[config.mk]
export PLATFORM = sky130hd
export DESIGN_NAME = wdt_two_stage
export DESIGN_NICKNAME = d
export VERILOG_FILES = /design/src/rtl/wdt_pkg.sv /design/src/rtl/wdt_decode.sv /design/src/rtl/wdt_ctrl_regs.sv /design/src/rtl/wdt_deadline.sv /design/src/rtl/wdt_read_mux.sv /design/src/rtl/wdt_two_stage.sv
export SDC_FILE = /design/constraint.sdc
export NUM_CORES = 1
export LEC_CHECK = 0
export ABC_AREA = 1
export CAP_MARGIN = 30
export CELL_PAD_IN_SITES_DETAIL_PLACEMENT = 1
export CELL_PAD_IN_SITES_GLOBAL_PLACEMENT = 1
export CORE_AREA = 3 3 150 261
export DETAILED_ROUTE_END_ITERATION = 10
export DIE_AREA = 0 0 153 264
export PLACE_DENSITY = 0.8
export SLEW_MARGIN = 15
export SYNTH_ARGS = -nofsm -noshare
export SYNTH_HDL_FRONTEND = slang
export SYNTH_SLANG_ARGS = --single-unit
export TNS_END_PERCENT = 5
[constraint.sdc]
create_clock -name clk_i -period 4.01 [get_ports clk_i]
set_clock_uncertainty 0.1 [all_clocks]
set_input_delay 1.203 -clock clk_i [delete_from_list [all_inputs] [get_ports clk_i]]
set_output_delay 1.203 -clock clk_i [all_outputs]
set_load 0.05 [all_outputs]
[src/rtl/wdt_pkg.sv]
package wdt_pkg;
  localparam int unsigned DATA_W = 32;
  localparam int unsigned ADDR_W = 12;

  localparam logic [ADDR_W-1:0] OFS_STATUS  = 12'h000;
  localparam logic [ADDR_W-1:0] OFS_OFFSET  = 12'h008;
  localparam logic [ADDR_W-1:0] OFS_CMP     = 12'h010;
  localparam logic [ADDR_W-1:0] OFS_REFRESH = 12'h000;
  localparam logic [ADDR_W-1:0] OFS_IDENT   = 12'hFCC;
  localparam logic [ADDR_W-1:0] OFS_PID2    = 12'hFE8;

  localparam logic [3:0] ARCH_VER = 4'h0;

  typedef enum logic [2:0] {
    RD_NONE,
    RD_STATUS,
    RD_OFFSET,
    RD_CMP,
    RD_IDENT,
    RD_PID2
  } rd_sel_e;
endpackage

[src/rtl/wdt_decode.sv]
module wdt_decode
  import wdt_pkg::*;
#(
  parameter int unsigned CMP_WORDS = 2,
  localparam int unsigned IDX_W = (CMP_WORDS > 1) ? $clog2(CMP_WORDS) : 1
) (
  input  logic                 valid_i,
  input  logic                 write_i,
  input  logic                 frame_i,
  input  logic [ADDR_W-1:0]    addr_i,
  output logic                 ctrl_we_o,
  output logic                 offset_we_o,
  output logic                 refresh_we_o,
  output logic [CMP_WORDS-1:0] cmp_we_o,
  output rd_sel_e              rd_sel_o,
  output logic [IDX_W-1:0]     rd_word_o
);
  logic                 hit_status, hit_offset, hit_refresh, hit_ident, hit_pid2;
  logic [CMP_WORDS-1:0] hit_cmp;
  logic                 wr, rd;

  assign wr = valid_i & write_i;
  assign rd = valid_i & ~write_i;

  assign hit_status  = !frame_i && (addr_i == OFS_STATUS);
  assign hit_offset  = !frame_i && (addr_i == OFS_OFFSET);
  assign hit_refresh =  frame_i && (addr_i == OFS_REFRESH);
  assign hit_ident   = (addr_i == OFS_IDENT);
  assign hit_pid2    = (addr_i == OFS_PID2);

  for (genvar g = 0; g < CMP_WORDS; g++) begin : g_cmp_hit
    assign hit_cmp[g] = !frame_i && (addr_i == OFS_CMP + ADDR_W'(4 * g));
    assign cmp_we_o[g] = wr & hit_cmp[g];
  end

  assign ctrl_we_o    = wr & hit_status;
  assign offset_we_o  = wr & hit_offset;
  assign refresh_we_o = wr & hit_refresh;

  always_comb begin
    rd_sel_o  = RD_NONE;
    rd_word_o = '0;
    if (rd) begin
      if (hit_status)     rd_sel_o = RD_STATUS;
      else if (hit_offset) rd_sel_o = RD_OFFSET;
      else if (hit_ident)  rd_sel_o = RD_IDENT;
      else if (hit_pid2)   rd_sel_o = RD_PID2;
      for (int i = 0; i < CMP_WORDS; i++) begin
        if (hit_cmp[i]) begin
          rd_sel_o  = RD_CMP;
          rd_word_o = IDX_W'(i);
        end
      end
    end
  end

  // at most one register takes a write per access
  always_comb begin
    a_r10_one_strobe: assert ($onehot0({ctrl_we_o, offset_we_o, refresh_we_o, cmp_we_o}));
  end
endmodule

[src/rtl/wdt_ctrl_regs.sv]
module wdt_ctrl_regs
  import wdt_pkg::*;
(
  input  logic              clk_i,
  input  logic              rst_ni,
  input  logic              ctrl_we_i,
  input  logic              offset_we_i,
  input  logic              refresh_we_i,
  input  logic [DATA_W-1:0] wdata_i,
  output logic              en_o,
  output logic [DATA_W-1:0] offset_o,
  output logic              restart_o,
  output logic [DATA_W-1:0] restart_off_o
);
  logic              en_q;
  logic [DATA_W-1:0] offset_q;

  always_ff @(posedge clk_i or negedge rst_ni) begin
    if (!rst_ni) begin
      en_q     <= 1'b0;
      offset_q <= '0;
    end else begin
      if (ctrl_we_i)   en_q     <= wdata_i[0];
      if (offset_we_i) offset_q <= wdata_i;
    end
  end

  assign restart_o     = ctrl_we_i | offset_we_i | refresh_we_i;
  // a new offset takes effect for the window it restarts
  assign restart_off_o = offset_we_i ? wdata_i : offset_q;
  assign en_o          = en_q;
  assign offset_o      = offset_q;

  a_r2_enable_follows: assert property (@(posedge clk_i) disable iff (!rst_ni)
    ctrl_we_i |=> (en_q == $past(wdata_i[0])));
  a_r3_offset_stored: assert property (@(posedge clk_i) disable iff (!rst_ni)
    offset_we_i |=> (offset_q == $past(wdata_i)));
endmodule

[src/rtl/wdt_deadline.sv]
module wdt_deadline
  import wdt_pkg::*;
#(
  parameter int unsigned CNT_W = 64,
  localparam int unsigned CMP_WORDS = CNT_W / DATA_W
) (
  input  logic                 clk_i,
  input  logic                 rst_ni,
  input  logic [CNT_W-1:0]     cnt_i,
  input  logic                 en_i,
  input  logic                 restart_i,
  input  logic [DATA_W-1:0]    restart_off_i,
  input  logic [DATA_W-1:0]    offset_i,
  input  logic [CMP_WORDS-1:0] cmp_we_i,
  input  logic [DATA_W-1:0]    wdata_i,
  output logic [CNT_W-1:0]     cmp_o,
  output logic                 ws0_o,
  output logic                 ws1_o
);
  logic [CNT_W-1:0] cmp_q, restart_val, reload_val;
  logic             ws0_q, ws1_q, due;

  assign restart_val = cnt_i + CNT_W'(restart_off_i);
  assign reload_val  = cnt_i + CNT_W'(offset_i);
  assign due         = en_i && (cnt_i >= cmp_q);

  always_ff @(posedge clk_i or negedge rst_ni) begin
    if (!rst_ni) begin
      cmp_q <= '0;
      ws0_q <= 1'b0;
      ws1_q <= 1'b0;
    end else if (restart_i) begin
      cmp_q <= restart_val;
      ws0_q <= 1'b0;
      ws1_q <= 1'b0;
    end else if (|cmp_we_i) begin
      for (int i = 0; i < CMP_WORDS; i++) begin
        if (cmp_we_i[i]) cmp_q[i*DATA_W +: DATA_W] <= wdata_i;
      end
    end else if (due) begin
      if (!ws0_q) begin
        ws0_q <= 1'b1;
        cmp_q <= reload_val;
      end else begin
        ws1_q <= 1'b1;
      end
    end
  end

  assign cmp_o = cmp_q;
  assign ws0_o = ws0_q;
  assign ws1_o = ws1_q;

  a_r5_reload_on_warn: assert property (@(posedge clk_i) disable iff (!rst_ni)
    $rose(ws0_q) |-> (cmp_q == $past(reload_val)));
  a_r6_reset_needs_warn: assert property (@(posedge clk_i) disable iff (!rst_ni)
    ws1_q |-> ws0_q);
  a_r6_reset_after_warn: assert property (@(posedge clk_i) disable iff (!rst_ni)
    $rose(ws1_q) |-> $past(ws0_q));
  a_r7_restart_clears: assert property (@(posedge clk_i) disable iff (!rst_ni)
    restart_i |=> (!ws0_q && !ws1_q));
  a_r4_cmp_write_keeps: assert property (@(posedge clk_i) disable iff (!rst_ni)
    (|cmp_we_i) |=> (ws0_q == $past(ws0_q) && ws1_q == $past(ws1_q)));
  a_r8_idle_quiet: assert property (@(posedge clk_i) disable iff (!rst_ni)
    !en_i |-> (!ws0_q && !ws1_q));
endmodule

[src/rtl/wdt_read_mux.sv]
module wdt_read_mux
  import wdt_pkg::*;
#(
  parameter int unsigned CNT_W     = 64,
  parameter logic [3:0]  REVISION  = 4'h3,
  parameter logic [10:0] IMPL_CODE = 11'h43B,
  parameter logic [31:0] PART_ID2  = 32'h0000_001B,
  localparam int unsigned CMP_WORDS = CNT_W / DATA_W,
  localparam int unsigned IDX_W = (CMP_WORDS > 1) ? $clog2(CMP_WORDS) : 1
) (
  input  rd_sel_e           rd_sel_i,
  input  logic [IDX_W-1:0]  rd_word_i,
  input  logic              en_i,
  input  logic              ws0_i,
  input  logic              ws1_i,
  input  logic [DATA_W-1:0] offset_i,
  input  logic [CNT_W-1:0]  cmp_i,
  output logic [DATA_W-1:0] rdata_o
);
  localparam logic [DATA_W-1:0] IDENT_WORD =
    {12'h000, ARCH_VER, REVISION, IMPL_CODE[10:7], 1'b0, IMPL_CODE[6:0]};

  always_comb begin
    unique case (rd_sel_i)
      RD_STATUS: rdata_o = {{(DATA_W-3){1'b0}}, ws1_i, ws0_i, en_i};
      RD_OFFSET: rdata_o = offset_i;
      RD_CMP:    rdata_o = cmp_i[int'(rd_word_i)*DATA_W +: DATA_W];
      RD_IDENT:  rdata_o = IDENT_WORD;
      RD_PID2:   rdata_o = PART_ID2;
      default:   rdata_o = '0;
    endcase
  end
endmodule

[src/rtl/wdt_two_stage.sv]
module wdt_two_stage
  import wdt_pkg::*;
#(
  parameter int unsigned CNT_W     = 64,
  parameter logic [3:0]  REVISION  = 4'h3,
  parameter logic [10:0] IMPL_CODE = 11'h43B,
  parameter logic [31:0] PART_ID2  = 32'h0000_001B
) (
  input  logic              clk_i,
  input  logic              rst_ni,
  input  logic [CNT_W-1:0]  sys_cnt_i,
  input  logic              bus_valid_i,
  input  logic              bus_write_i,
  input  logic              bus_frame_i,
  input  logic [ADDR_W-1:0] bus_addr_i,
  input  logic [DATA_W-1:0] bus_wdata_i,
  output logic [DATA_W-1:0] bus_rdata_o,
  output logic              warn_irq_o,
  output logic              reset_req_o
);
  localparam int unsigned CMP_WORDS = CNT_W / DATA_W;
  localparam int unsigned IDX_W = (CMP_WORDS > 1) ? $clog2(CMP_WORDS) : 1;

  logic                 ctrl_we, offset_we, refresh_we, restart, en;
  logic [CMP_WORDS-1:0] cmp_we;
  rd_sel_e              rd_sel;
  logic [IDX_W-1:0]     rd_word;
  logic [DATA_W-1:0]    offset, restart_off;
  logic [CNT_W-1:0]     cmp;
  logic                 ws0, ws1;

  wdt_decode #(.CMP_WORDS(CMP_WORDS)) u_decode (
    .valid_i     (bus_valid_i),
    .write_i     (bus_write_i),
    .frame_i     (bus_frame_i),
    .addr_i      (bus_addr_i),
    .ctrl_we_o   (ctrl_we),
    .offset_we_o (offset_we),
    .refresh_we_o(refresh_we),
    .cmp_we_o    (cmp_we),
    .rd_sel_o    (rd_sel),
    .rd_word_o   (rd_word)
  );

  wdt_ctrl_regs u_ctrl (
    .clk_i        (clk_i),
    .rst_ni       (rst_ni),
    .ctrl_we_i    (ctrl_we),
    .offset_we_i  (offset_we),
    .refresh_we_i (refresh_we),
    .wdata_i      (bus_wdata_i),
    .en_o         (en),
    .offset_o     (offset),
    .restart_o    (restart),
    .restart_off_o(restart_off)
  );

  wdt_deadline #(.CNT_W(CNT_W)) u_deadline (
    .clk_i        (clk_i),
    .rst_ni       (rst_ni),
    .cnt_i        (sys_cnt_i),
    .en_i         (en),
    .restart_i    (restart),
    .restart_off_i(restart_off),
    .offset_i     (offset),
    .cmp_we_i     (cmp_we),
    .wdata_i      (bus_wdata_i),
    .cmp_o        (cmp),
    .ws0_o        (ws0),
    .ws1_o        (ws1)
  );

  wdt_read_mux #(
    .CNT_W    (CNT_W),
    .REVISION (REVISION),
    .IMPL_CODE(IMPL_CODE),
    .PART_ID2 (PART_ID2)
  ) u_rmux (
    .rd_sel_i (rd_sel),
    .rd_word_i(rd_word),
    .en_i     (en),
    .ws0_i    (ws0),
    .ws1_i    (ws1),
    .offset_i (offset),
    .cmp_i    (cmp),
    .rdata_o  (bus_rdata_o)
  );

  assign warn_irq_o  = ws0;
  assign reset_req_o = ws1;

  // idle bus returns zero
  a_r10_idle_read_zero: assert property (@(posedge clk_i) disable iff (!rst_ni)
    !bus_valid_i |-> (bus_rdata_o == '0));
endmodule

==> flow_summary_export.csv, run 1 <==
group,metric,value,unit
outcome,status,"stopped before the end",
outcome,failing_step,"global routing (5_1_grt)",
outcome,firstError,"[ERROR GRT-0116] Global routing finished with congestion. Check the congestion regions in the DRC Viewer.",
floorplanning,start_util,39.9,%
synthesis,synth_edf_count,0,
place,place_hpwl,89.1,mm
global_routing,grt_pass1_wl,233,mm
clock_network,clockBufferDepth,2,
global_routing,grt_pass1_vias,30900,
clock_network,hold_buffers,0,
global_routing,grtUsageTotal,74.1,%
floorplanning,die_y,264,microns
clock_network,cts_made_buffers,9,
floorplanning,num_rows,93,
global_routing,grt_overflow,660,
synthesis,ys.flop_type,"dfrtp_1",
synthesis,avgSynthCellArea,5.50,sq um
synthesis,yosys-top-cells-area,"nand2_1, dfrtp_1, ha_1, inv_1, nand3_1",
synthesis,ys_ff_latch,99,
synthesis,yosysSeqAreaShare,16.7,%
synthesis,ys_types,50,
place,dp_cells,3737,
clock_network,clockRootBuffer,"clkbuf_16",
floorplanning,ioPinCount,147,
floorplanning,die_w,153,microns
place,port_buffers,146,
clock_network,cts_max_level,3,
place,gp_congestion,1.12,
synthesis,syn-num-nets,2933,
synthesis,synth_cells,2689,
global_routing,grt_max_degree,46,
synthesis,synth_top_area_share,27.1,%
synthesis,async_flop_share,100,%
synthesis,yosysWarnings,0,
synthesis,synth_area,14800,sq um
synthesis,yosys.area.top_type,"nand2_1",
clock_network,clock_sinks,99,
-- synthesized netlist by cell type (8+ instances only) --
cell type and n:
xnor2_1 11, nor3_1 31, clkbuf_1 17, nor2_1 217, o21ai_0 128, ha_1 129
nand4_1 39, nand2_1 1068, dfrtp_1 99, or2_2 15, buf_2 23, nor4_1 8
inv_2 20, o21ai_1 20, a21oi_1 134, inv_1 393, xor2_1 34, nand3_1 221
-- what timing repair did --
item                       in CTS
gates cloned                    3
setup endpoints to repair      95
setup buffers                  40
resized for setup             374
pin swaps                      74
-- cell families after synthesis --
kind of cell             after synthesis  share of synthesized area (%)
multiplexers                           3                          0.203
adder cells (fa/ha/maj)              131                           11.2
flip-flops                            99                           16.7
AND/OR/NAND/NOR                     1638                           46.1
XOR/XNOR                              45                           2.66
buffers and inverters                468                           12.3
AO/OA/AOI/OAI                        305                           10.8
-- metal layers --
metal | overflow | global-route usage [%]
met1 | 5 | 71.4
met2 | 383 | 94.8
met3 | 8 | 55.4
met4 | 264 | 77.9
met5 | 0 | 17.5
-- metrics by stage --
stage	instance area (sq um)	hold slack, ns	setup WS, ns
2_1_floorplan	14800	0.349	-0.329
3_3_place_gp	20900	0.362	-1.18
3_5_place_dp	20900	0.375	-1.39
4_1_cts	22600	0.403	-0.330
==> run 2, diff against run 1 <==
--- a/config.mk
+++ b/config.mk
@@ -7,12 +7,10 @@
 export LEC_CHECK = 0
 export ABC_AREA = 1
 export CAP_MARGIN = 30
-export CELL_PAD_IN_SITES_DETAIL_PLACEMENT = 1
-export CELL_PAD_IN_SITES_GLOBAL_PLACEMENT = 1
-export CORE_AREA = 3 3 150 261
+export CORE_AREA = 3 3 227 229
 export DETAILED_ROUTE_END_ITERATION = 10
-export DIE_AREA = 0 0 153 264
-export PLACE_DENSITY = 0.8
+export DIE_AREA = 0 0 230 232
+export PLACE_DENSITY_LB_ADDON = 0.15
 export SLEW_MARGIN = 15
 export SYNTH_ARGS = -nofsm -noshare
 export SYNTH_HDL_FRONTEND = slang
==> flow_summary_export.csv, run 2 <==
group,metric,value,unit
outcome,status,"finished, violations left",
outcome,violations,"negative setup slack",
job,drv_cap,0,
min_path,hp-class,"reg2reg",
sta,grt_setup_unrepaired,"yes",
clock_network,insertion_delay,0.41,ns
synthesis,synth_top_area_share,27.1,%
sta,tightestPinTransition,0.535,ns
synthesis,synth_area,14800,sq um
sta,hold_viol_final,0,
global_routing,grt_pass1_wl,133,mm
sta,setup_viol,73,
sta,timing.setup.tns,-10.76,ns
synthesis,avgSynthCellArea,5.50,sq um
sta,drv_slew,0,
sta,period_share,108,%
routing,final_antenna_net_count,0,
routing,drtIter0Drc,1820,
finish,drive_above_1_share,29.2,%
power_and_ir_drop,leakage,0.0122,uW
sta,setup_slack,-0.318,ns
synthesis,yosysWarnings,0,
synthesis,yosys-top-cells-area,"nand2_1, dfrtp_1, ha_1, inv_1, nand3_1",
clock_network,cts_made_buffers,9,
floorplanning,die-area,53400,sq um
synthesis,ys.flop_type,"dfrtp_1",
power_and_ir_drop,ir_worst_vdd,0.000166,V
global_routing,grt_overflow,0,
floorplanning,die_y,232,microns
setup_path,critPathMaxFanout,4,
sta,max_slew_margin,64.2,%
routing,vias,20500,
place,port_buffers,146,
finish,nNetsFinal,3618,
synthesis,syn-num-nets,2933,
place,dp_slack,-1.33,ns
clock_network,cts_max_level,3,
synthesis,async_flop_share,100,%
clock_network,path_clk_slew,0.08,ns
routing,drt-total-wl,94.0,mm
setup_path,cp.required,2.71,ns
floorplanning,start_util,29.7,%
floorplanning,num_rows,82,
finish,register_area,2480,sq um
synthesis,yosysMostFrequentCell,"nand2_1",
clock_network,clockBufferDepth,2,
global_routing,grt_max_degree,51,
finish,final_cell_mix,"nand2_1, buf_4, inv_1",
finish,mostFrequentLayoutCell,"nand2_1",
routing,viasPerCell,5.06,
routing,first_pass_iters,5,
routing,wire_per_inst,23.2,microns
place,gp_congestion,1.02,
power_and_ir_drop,power_density,145,nW/um^2
finish,fill_cells,5339,
synthesis,yosys.area.top_type,"nand2_1",
finish,largest_register_ffs,64,
finish,syn_to_final_growth,60.0,%
sta,fmax,231,MHz
place,place_hpwl,77.2,mm
clock_network,clockRootBuffer,"clkbuf_16",
floorplanning,core_area,49900,sq um
floorplanning,die_w,230,microns
finish,fin_util,47.5,%
clock_network,clock_sinks,99,
synthesis,yosysSeqAreaShare,16.7,%
clock_network,cts_tree,"done",
sta,layout_min_cycle_time,4.33,ns
synthesis,ys_ff_latch,99,
global_routing,grtUsageTotal,34.3,%
place,placed_area,21400,sq um
finish,multi_input_area,11800,sq um
setup_path,critPathCaptureType,"primary output",
global_routing,grt_pass1_vias,19700,
setup_path,crit_arrival,3.03,ns
floorplanning,ioPinCount,147,
setup_path,critical_path_class,"in2out",
synthesis,synth_cells,2689,
global_routing,antenna_found_initial,0,
finish,final_cell_area,23700,sq um
synthesis,ys_types,50,
routing,route.detailed.drc,0,
synthesis,synth_edf_count,0,
setup_path,cp-start-kind,"primary input",
synthesis,synth.top_cells.by_count,"nand2_1, inv_1, nand3_1, nor2_1, a21oi_1",
setup_path,worst-r2r-setup-slack,0.77,ns
[run 2: cell counts after synthesis]
Identical to the previous run, type by type.
[run 2: final cells by class]
class	instances	area share [%]
diodes	1	0.0106
clock buffers	9	0.951
clock inverters	7	0.317
inverters	416	6.72
multi-input cells	2122	50.0
flip-flops and latches	99	10.5
well taps	672	3.55
repair buffers	726	28.0
[run 2: worst paths after layout]
path / depth (start not counted) / startpoint / end
max: 11 / bus_addr_i[1] / bus_rdata_o[12]
min: 2 / u_deadline.cmp_o[39] / u_deadline.cmp_o[39]
max reg2reg: 19 / u_deadline.cmp_o[7] / u_deadline.cmp_o[34]
min reg2reg: 2 / u_deadline.cmp_o[39] / u_deadline.cmp_o[39]
max in group asynchronous: 2 / rst_ni / u_deadline.cmp_o[44]
min in group asynchronous: 1 / rst_ni / u_deadline.cmp_o[4]
[run 2: through the flow]
stage,hold WS (ns),cells,total power [uW]
after floorplan,0.349,2689,1520
after global placement,0.362,3986,2290
after detailed placement,0.365,3986,2290
after CTS,0.388,4035,3390
after global routing,0.408,4051,3580
final,0.385,4052,3440
[run 2: cells by family (layout without fill, tap and decap cells)]
logic type	Yosys count	in the layout	synth area share, %
multiplexers	3	3	0.203
adder cells (fa/ha/maj)	131	131	11.2
AO/OA/AOI/OAI	305	305	10.8
AND/OR/NAND/NOR	1638	1638	46.1
XOR/XNOR	45	45	2.66
flip-flops	99	99	16.7
other	0	1	0
buffers and inverters	468	1158	12.3
[run 2: what timing repair did]
action	4_1_cts	5_1_grt
endpoints found under the hold margin	0	0
hold buffers	0	0
setup buffers	29	15
pin swaps	56	47
setup endpoints to repair	91	96
resized for setup	317	159
cloned	4	1
[run 2: power breakdown]
group	internal [uW]	switching, uW
logic	611	773
registers	1010	13.0
clock network	491	546
total	2110	1330
[run 2: critical path: stages]
cell       delay (ns)
buf_6            0.09
nor2_4           0.12
inv_2            0.07
buf_6            0.12
nor4_4           0.21
nand2_2          0.14
a21oi_4          0.24
buf_12           0.15
nand2_8          0.06
o211ai_1         0.37
clkbuf_16        0.25
[run 2: layer usage]
| metal | wire length (microns) | GRT usage, % | share of wire, % | vias up |
|---|---|---|---|---|
| li1 | - | - | - | 9880 |
| met1 | 39700 | 42.7 | 42 | 9630 |
| met2 | 43300 | 57.6 | 46 | 801 |
| met3 | 4990 | 3.55 | 5.3 | 181 |
| met4 | 6010 | 19.7 | 6.4 | 0 |
| met5 | 0 | 0 | 0 | - |
(Power assumes the default switching activity.)
